$ cat src/rtl/spa_pkg.sv
package spa_pkg;

    typedef struct packed {
        logic g;
        logic p;
    } gp_t;

    // Merge a more significant group with the adjacent less significant one.
    function automatic gp_t gp_merge(input gp_t hi, input gp_t lo);
        gp_t res;
        res.g = hi.g | (hi.p & lo.g);
        res.p = hi.p & lo.p;
        return res;
    endfunction

endpackage

$ cat src/rtl/spa_seg_gp.sv
module spa_seg_gp
    import spa_pkg::*;
#(
    parameter int unsigned SEG_W = 4
) (
    input  logic [SEG_W-1:0] a_i,
    input  logic [SEG_W-1:0] b_i,
    output gp_t              gp_o
);

    gp_t [SEG_W-1:0] col;
    gp_t [SEG_W-1:0] acc;

    for (genvar i = 0; i < SEG_W; i++) begin : g_col
        assign col[i].g = a_i[i] & b_i[i];
        assign col[i].p = a_i[i] ^ b_i[i];
        if (i == 0) begin : g_first
            assign acc[i] = col[i];
        end else begin : g_chain
            assign acc[i] = gp_merge(col[i], acc[i-1]);
        end
    end

    assign gp_o = acc[SEG_W-1];

endmodule

$ cat src/rtl/spa_prefix_tree.sv
module spa_prefix_tree
    import spa_pkg::*;
#(
    parameter int unsigned N = 16
) (
    input  gp_t [N-1:0] leaf_i,
    output gp_t [N-1:0] pre_o
);

    localparam int unsigned LVL = (N > 1) ? $clog2(N) : 0;

    gp_t [N-1:0] stage [LVL+1];

    assign stage[0] = leaf_i;

    for (genvar lv = 0; lv < LVL; lv++) begin : g_lvl
        localparam int unsigned SPAN = 1 << lv;
        for (genvar i = 0; i < N; i++) begin : g_node
            if (i >= SPAN) begin : g_merge
                assign stage[lv+1][i] = gp_merge(stage[lv][i], stage[lv][i-SPAN]);
            end else begin : g_pass
                assign stage[lv+1][i] = stage[lv][i];
            end
        end
    end

    assign pre_o = stage[LVL];

endmodule

$ cat src/rtl/spa_cond_sum.sv
module spa_cond_sum #(
    parameter int unsigned SEG_W = 4
) (
    input  logic [SEG_W-1:0] a_i,
    input  logic [SEG_W-1:0] b_i,
    input  logic             cin_i,
    output logic [SEG_W-1:0] sum_o
);

    logic [SEG_W-1:0] sum_zero;
    logic [SEG_W-1:0] sum_one;

    assign sum_zero = a_i + b_i;
    assign sum_one  = a_i + b_i + SEG_W'(1);
    assign sum_o    = cin_i ? sum_one : sum_zero;

endmodule

$ cat src/rtl/sparse_prefix_adder.sv
module sparse_prefix_adder
    import spa_pkg::*;
#(
    parameter int unsigned WIDTH    = 64,
    parameter int unsigned SPARSITY = 4,
    parameter bit          OUT_REG  = 1'b1
) (
    input  logic             clk_i,
    input  logic             rst_ni,
    input  logic [WIDTH-1:0] a_i,
    input  logic [WIDTH-1:0] b_i,
    input  logic             cin_i,
    output logic [WIDTH-1:0] sum_o,
    output logic             cout_o
);

    localparam int unsigned NSEG = WIDTH / SPARSITY;

    if (((WIDTH % SPARSITY) != 0) || !((SPARSITY == 1) || (SPARSITY == 2) || (SPARSITY == 4))
        || ((WIDTH & (WIDTH - 1)) != 0)) begin : g_bad_param
        $error("sparse_prefix_adder: WIDTH must be a power of two divisible by SPARSITY in {1,2,4}");
    end

    typedef struct packed {
        logic [WIDTH-1:0] sum;
        logic             cout;
    } res_t;

    gp_t [NSEG-1:0] seg_gp;
    gp_t [NSEG-1:0] seg_leaf;
    gp_t [NSEG-1:0] seg_pre;
    gp_t            cin_gp;
    logic [NSEG-1:0] seg_cin;
    logic [WIDTH-1:0] sum_w;

    res_t res_d;
    res_t res_q;

    // Carry-in acts as the generate of a virtual column under bit 0.
    assign cin_gp.g = cin_i;
    assign cin_gp.p = 1'b0;

    for (genvar s = 0; s < NSEG; s++) begin : g_seg
        spa_seg_gp #(
            .SEG_W(SPARSITY)
        ) u_seg_gp (
            .a_i (a_i[s*SPARSITY +: SPARSITY]),
            .b_i (b_i[s*SPARSITY +: SPARSITY]),
            .gp_o(seg_gp[s])
        );

        if (s == 0) begin : g_lsb
            assign seg_leaf[s] = gp_merge(seg_gp[s], cin_gp);
            assign seg_cin[s]  = cin_i;
        end else begin : g_upper
            assign seg_leaf[s] = seg_gp[s];
            assign seg_cin[s]  = seg_pre[s-1].g;
        end

        if (SPARSITY == 1) begin : g_dense
            assign sum_w[s] = a_i[s] ^ b_i[s] ^ seg_cin[s];
        end else begin : g_sparse
            spa_cond_sum #(
                .SEG_W(SPARSITY)
            ) u_cond_sum (
                .a_i  (a_i[s*SPARSITY +: SPARSITY]),
                .b_i  (b_i[s*SPARSITY +: SPARSITY]),
                .cin_i(seg_cin[s]),
                .sum_o(sum_w[s*SPARSITY +: SPARSITY])
            );
        end
    end

    spa_prefix_tree #(
        .N(NSEG)
    ) u_tree (
        .leaf_i(seg_leaf),
        .pre_o (seg_pre)
    );

    always_comb begin
        res_d      = res_q;
        res_d.sum  = sum_w;
        res_d.cout = seg_pre[NSEG-1].g;
    end

    always_ff @(posedge clk_i or negedge rst_ni) begin
        if (!rst_ni) begin
            res_q <= '0;
        end else begin
            res_q <= res_d;
        end
    end

    if (OUT_REG) begin : g_out_reg
        assign sum_o  = res_q.sum;
        assign cout_o = res_q.cout;
    end else begin : g_out_comb
        assign sum_o  = res_d.sum;
        assign cout_o = res_d.cout;
    end

endmodule

$ cat config.mk
export PLATFORM = sky130hd
export DESIGN_NAME = sparse_prefix_adder
export DESIGN_NICKNAME = d
export VERILOG_FILES = /design/src/rtl/spa_pkg.sv /design/src/rtl/spa_seg_gp.sv /design/src/rtl/spa_prefix_tree.sv /design/src/rtl/spa_cond_sum.sv /design/src/rtl/sparse_prefix_adder.sv
export SDC_FILE = /design/constraint.sdc
export NUM_CORES = 1
export LEC_CHECK = 0
export CORE_MARGIN = 5
export CORE_UTILIZATION = 57
export DETAILED_ROUTE_END_ITERATION = 10
export DONT_BUFFER_PORTS = 1
export GPL_TIMING_DRIVEN = 0
export PLACE_DENSITY = 0.72
export SLEW_MARGIN = 20
export SYNTH_ARGS = -nofsm -noshare
export SYNTH_HDL_FRONTEND = slang
export SYNTH_SLANG_ARGS = --single-unit
$ cat constraint.sdc
create_clock -name clk_i -period 0.8 [get_ports clk_i]
set_clock_uncertainty 0.05 [all_clocks]
set_input_delay 0.08 -clock clk_i [delete_from_list [all_inputs] [get_ports clk_i]]
set_output_delay 0.08 -clock clk_i [all_outputs]
set_load 0.01 [all_outputs]
Yosys cells after proc, flatten, opt, wreduce, memory -nomap -nowiden
Index checks and enable logic that the tools add are counted.

word-level totals
  ROM bits = 0
  output and inout port bits = 65
  memories kept = 0
  latch bits = 0
  flip-flop bits (word level) = 65
  memory bits (writable) = 0

cells by class
  $add $sub $neg = 32
  magnitude comparators = 0
  $mul = 0
  shifts and indexed selects = 0
  bitwise operators = 406
  reduce and logical (&&, ||, !) cells = 0
  divide/modulo/power cells = 0
  eq/ne operators = 0
  mux-type cells = 16

operator list
  kind                                                            count
  1-bit bitwise AND                                               244
  1-bit OR                                                        98
  4-bit by 1-bit adder with 4-bit output (second input constant)  16
  4-bit adder                                                     16
  4-bit two-way mux                                               16
  1-bit XOR                                                       64

Depth between registers and ports, before layout
  depth in word-level cells = 16
  depth in mapped cells = 13

By module
A second synthesis with hierarchy kept.

unflattened totals
  cells, all modules = 515
  area, all modules = 5,894.4 um2

modules (own cells, without submodules)
  module               area an instance (um2)  cells an instance  instances
  spa_cond_sum         161.4                   15                 16
  sparse_prefix_adder  1,637.8                 67                 1
  spa_seg_gp           77.6                    9                  16
  spa_prefix_tree      432.9                   64                 1

Worst setup path before layout
No wires, ideal clock.

  path kind = input port to flip-flop
  start = input a_i[0]
  end = register res_q, in the netlist sum_o[59]
  path slack = -2.148 ns
  stages = 13
  data arrival time = 2.829 ns
  cell sequence = ha_1 > inv_1 > fa_1 > inv_1 > fa_1 > a41o_1 > or3b_1 > a211o_1 > a2111o_1 > nand2_2 > a21oi_2 > or4_1 > nand3b_1

between the ends
  cells in the longest elaborated chain, start to end = 15

RTL lines
  element                                     RTL line                   text
  from (decl)                                 sparse_prefix_adder.sv:10  input logic [WIDTH-1:0] a_i,
  1-bit bitwise AND                           spa_seg_gp.sv:15           assign col[i].g = a_i[i] & b_i[i];
  1-bit bitwise AND                           spa_pkg.sv:11              res.g = hi.g | (hi.p & lo.g);
  1-bit OR                                    spa_pkg.sv:11
  1-bit bitwise AND                           spa_pkg.sv:11
  1-bit OR                                    spa_pkg.sv:11
  1-bit bitwise AND                           spa_pkg.sv:11
  1-bit OR                                    spa_pkg.sv:11
  1-bit OR (*)                                spa_pkg.sv:11
  1-bit bitwise AND (*)                       spa_pkg.sv:11
  1-bit OR (*)                                spa_pkg.sv:11
  1-bit bitwise AND (*)                       spa_pkg.sv:11
  1-bit OR (*)                                spa_pkg.sv:11
  1-bit bitwise AND (*)                       spa_pkg.sv:11
  1-bit OR (*)                                spa_pkg.sv:11
  4-bit two-way mux (*)                       spa_cond_sum.sv:15         assign sum_o = cin_i ? sum_one : sum_zero;
  net g_seg[14].g_sparse.u_cond_sum.sum_o[3]  spa_cond_sum.sv:7          output logic [SEG_W-1:0] sum_o
  to (signal assigned)                        sparse_prefix_adder.sv:91  res_q <= res_d;
  to (decl)                                   sparse_prefix_adder.sv:37  res_t res_q;

The timed path passes the listed nets; every way through them passes the cells marked *.

Final worst setup path
  start = input a_i[0]
  end = register res_q, in the netlist sum_o[37]

between the ends
  cells in the longest elaborated chain, start to end = 11

RTL lines
  element                                    RTL line
  1-bit bitwise AND                          spa_seg_gp.sv:15
  1-bit bitwise AND                          spa_pkg.sv:11
  1-bit OR                                   spa_pkg.sv:11
  1-bit bitwise AND                          spa_pkg.sv:11
  1-bit OR                                   spa_pkg.sv:11
  1-bit bitwise AND                          spa_pkg.sv:11
  1-bit OR                                   spa_pkg.sv:11
  1-bit OR (*)                               spa_pkg.sv:11
  1-bit bitwise AND (*)                      spa_pkg.sv:11
  1-bit OR (*)                               spa_pkg.sv:11
  4-bit two-way mux (*)                      spa_cond_sum.sv:15
  net g_seg[9].g_sparse.u_cond_sum.sum_o[1]  spa_cond_sum.sv:7

Marked as above.

==> impl_metrics.csv <==
group,metric,value,unit
logic_synthesis,ys_top_cells_by_area,"dfrtp_1 (30%), ha_1 (19%), fa_1 (12%)",
logic_synthesis,syn-cell-area,0.00538,mm2
die,pin_count,196,
setup_path,max_stage_delay,460,ps
logic_synthesis,synth_top_family_by_area,"adder cells",
die,fp.dieH,107,um
timing,finalSetupViolations,129,
clock_tree,cts.htree.levels,3,
cells_and_area,postLayoutCoreUtil,68.9,%
setup_path,arrival,2880,ps
logic_synthesis,synth_edf_count,0,
die,die_x,107,um
clock_tree,tritoncts,"done",
detailed_routing,first_iter_violations,147,
cells_and_area,areaGrowthSynthToFinish,18.3,%
setup_path,cp-end-kind,"flop",
grt,grt_pass1_wl,19800,um
hold_path,hold_path.class,"primary input to async pin",
logic_synthesis,synth_fa_ha_area_share,30.5,%
die,coreArea,0.00924,mm2
setup_path,cp-start-kind,"primary input",
cells_and_area,layout_commonest_cell,"inv_1",
timing,fin_ws,-1910,ps
clock_tree,cts_buffers,9,
detailed_routing,drc,0,
cells_and_area,fin_nets,818,
pwr,power,0.0113,W
place,placed_cells,664,
grt,grt_pass1_vias,4260,
pwr,power.leakage,3.02,nW
clock_tree,cts_num_sinks,65,
pwr,power.density,1770,mW/mm2
logic_synthesis,netlist-cell-type-count,53,
logic_synthesis,yosys.area.top_type,"dfrtp_1",
grt,grt_overflow,0,
logic_synthesis,syn_nets,778,
die,rows,35,
timing,slew_headroom,56.0,%
grt,grt_use_met2,38.6,%
place,place.gp.congestion,0.801,
timing,fin_crit_sh,339,%
logic_synthesis,ys_ff_latch,65,
run_status,status,"finished with violations",
setup_path,path_cells,"ha_4 -> inv_2 -> fa_2 -> inv_2 -> fa_2 -> a41o_1 -> or3b_4 -> a211o_1 -> a2111o_1 -> buf_4 -> nand3_4 -> nand2_4 -> and2_4 -> mux2_4",
cells_and_area,insertedDiodeCount,0,
grt,grt_max_degree,66,
detailed_routing,routed-via-count,3968,
flow_run,max_cap_viol_count,0,
logic_synthesis,syn_avg_cell_area,10.1,um2
clock_tree,clkTransAtPathRegs,80,ps
logic_synthesis,synth-compound-area-share,12.8,%
timing,tns,-93710,ps
logic_synthesis,ys.flop_type,"dfrtp_1",
place,dpl.hpwl,10000,um
logic_synthesis,muxShareOfSynthArea,0.627,%
die,dieArea,0.0115,mm2
setup_path,path_max_fanout,4,
detailed_routing,ant_nets,0,
logic_synthesis,synth-simple-area-share,10.3,%
clock_tree,clock_path_buffers,2,
cells_and_area,layout_common_cells,"inv_1 (80), ha_1 (78), dfrtp_1 (64)",
logic_synthesis,synth-async-reset-ratio,100,%
place,io_buffer_count,0,
detailed_routing,dr.pass1.iters,4,
timing,rsz0062_at_grt,"true",
grt,met3_usage,6.56,%
timing,finalMaxSlewViolations,0,
grt,grt.busiest_layer,"met2",
setup_path,critPathRequiredTime,970,ps
logic_synthesis,yosysWarnings,0,
run_status,violations,"negative hold slack, negative setup slack",
detailed_routing,vias_per_cell,5.60,
timing,worst_slew_pin_slew,654,ps
grt,grt_util_met1,23.8,%
cells_and_area,instances_no_fill,709,
logic_synthesis,synth.top_cell.area_share,30.2,%
grt,antenna_found_initial,0,
logic_synthesis,yosysSeqAreaShare,30.2,%
pwr,ir_drop,0.841,mV
logic_synthesis,synth_xor_area_share,9.76,%
setup_path,critPathKind,"primary input to flop",
logic_synthesis,syn_inst,535,
setup_path,slowest_stage,"a2111o_1",
detailed_routing,wl,12200,um
timing,post-route-min-period,2710,ps
detailed_routing,wl_per_cell,17.2,um
timing,worst_hold_slack,-615,ps
clock_tree,cts_hold_buf,1,
timing,fmax,0.369,GHz
die,start_util,58.3,%
timing,hold_viol_final,73,
clock_tree,root_buffer,"clkbuf_8",
cells_and_area,drive_above_1_share,19.3,%
grt,track_usage,21.6,%
==> report_power, final <==
| group | leakage (nW) | switching [W] | internal [W] |
|---|---|---|---|
| Clock | 0.0933 | 0.00129 | 0.00144 |
| Combinational | 2.17 | 0.00184 | 0.00179 |
| Sequential | 0.759 | 0.000810 | 0.00409 |
==> registers in the layout, indices dropped and copies added, names as in the netlist <==
signal  flops
cout_o      1
sum_o      64
==> cells in the mapped netlist, types with 2 or more instances <==
library cell  count
nand2b_1          5
a21boi_0          3
nor2_1           18
ha_1             80
nand2_1          36
nand3_1           5
a211o_1           2
xnor2_1          46
nor3_1            6
fa_1             32
nand4_1          22
inv_1            83
a211oi_1          3
xor2_1           14
a21oi_1          38
mux2_1            2
a21o_2            2
and4_1            2
dfrtp_1          65
a21o_1           20
o21ai_0          17
o21ai_1           3
==> repair_timing <==
action                     CTS  global route
buffers inserted            21             8
gates resized for setup     58            17
hold endpoints to repair    86            75
setup endpoints to repair  129           129
pin swaps                   41            21
==> per-stage QoR <==
step	setup slack (ps)	area (um2)
after detailed placement	-2330	5620
after CTS	-1870	6240
after global routing	-1980	6370
final	-1910	6370
after floorplan	-2030	5460
after global placement	-2270	5620
==> logic make-up after synthesis <==
| logic type | Yosys count |
|---|---|
| simple gates | 107 |
| buf+inv | 83 |
| mux | 3 |
| compound gates | 105 |
| flops | 65 |
| fa+ha+maj | 112 |
| xor+xnor | 60 |
==> per-layer routing <==
| layer | share of wire (%) | wire [um] |
|---|---|---|
| met1 | 36 | 4370 |
| met2 | 53 | 6460 |
| met3 | 8.4 | 1030 |
| met4 | 2.7 | 331 |
| met5 | 0 | 0 |
==> final timing paths <==
check                        start         to  slack [ps]
max in group asynchronous   rst_ni  sum_o[48]        1180
min in group clk_i         b_i[63]     cout_o         -60
worst min-delay path        rst_ni   sum_o[1]        -620
worst max-delay path        a_i[0]  sum_o[37]       -1910
==> critical path: cells and delay by family <==
| kind | cells | cell delay (ps) |
|---|---|---|
| multiplexers | 1 | 280 |
| AO/OA/AOI/OAI | 3 | 870 |
| AND/OR/NAND/NOR | 4 | 760 |
| buffers and inverters | 3 | 270 |
| adder cells (fa/ha/maj) | 3 | 610 |
==> cell type report <==
cell class | instances | area (um2)
inverter | 83 | 312
multi-input combinational | 387 | 3800
fill | 684 | 2870
sequential | 65 | 1630
clock buffer | 11 | 131
timing repair buffer | 29 | 277
tap | 129 | 161
clock inverter | 5 | 56.3
(Power assumes the default switching activity.)
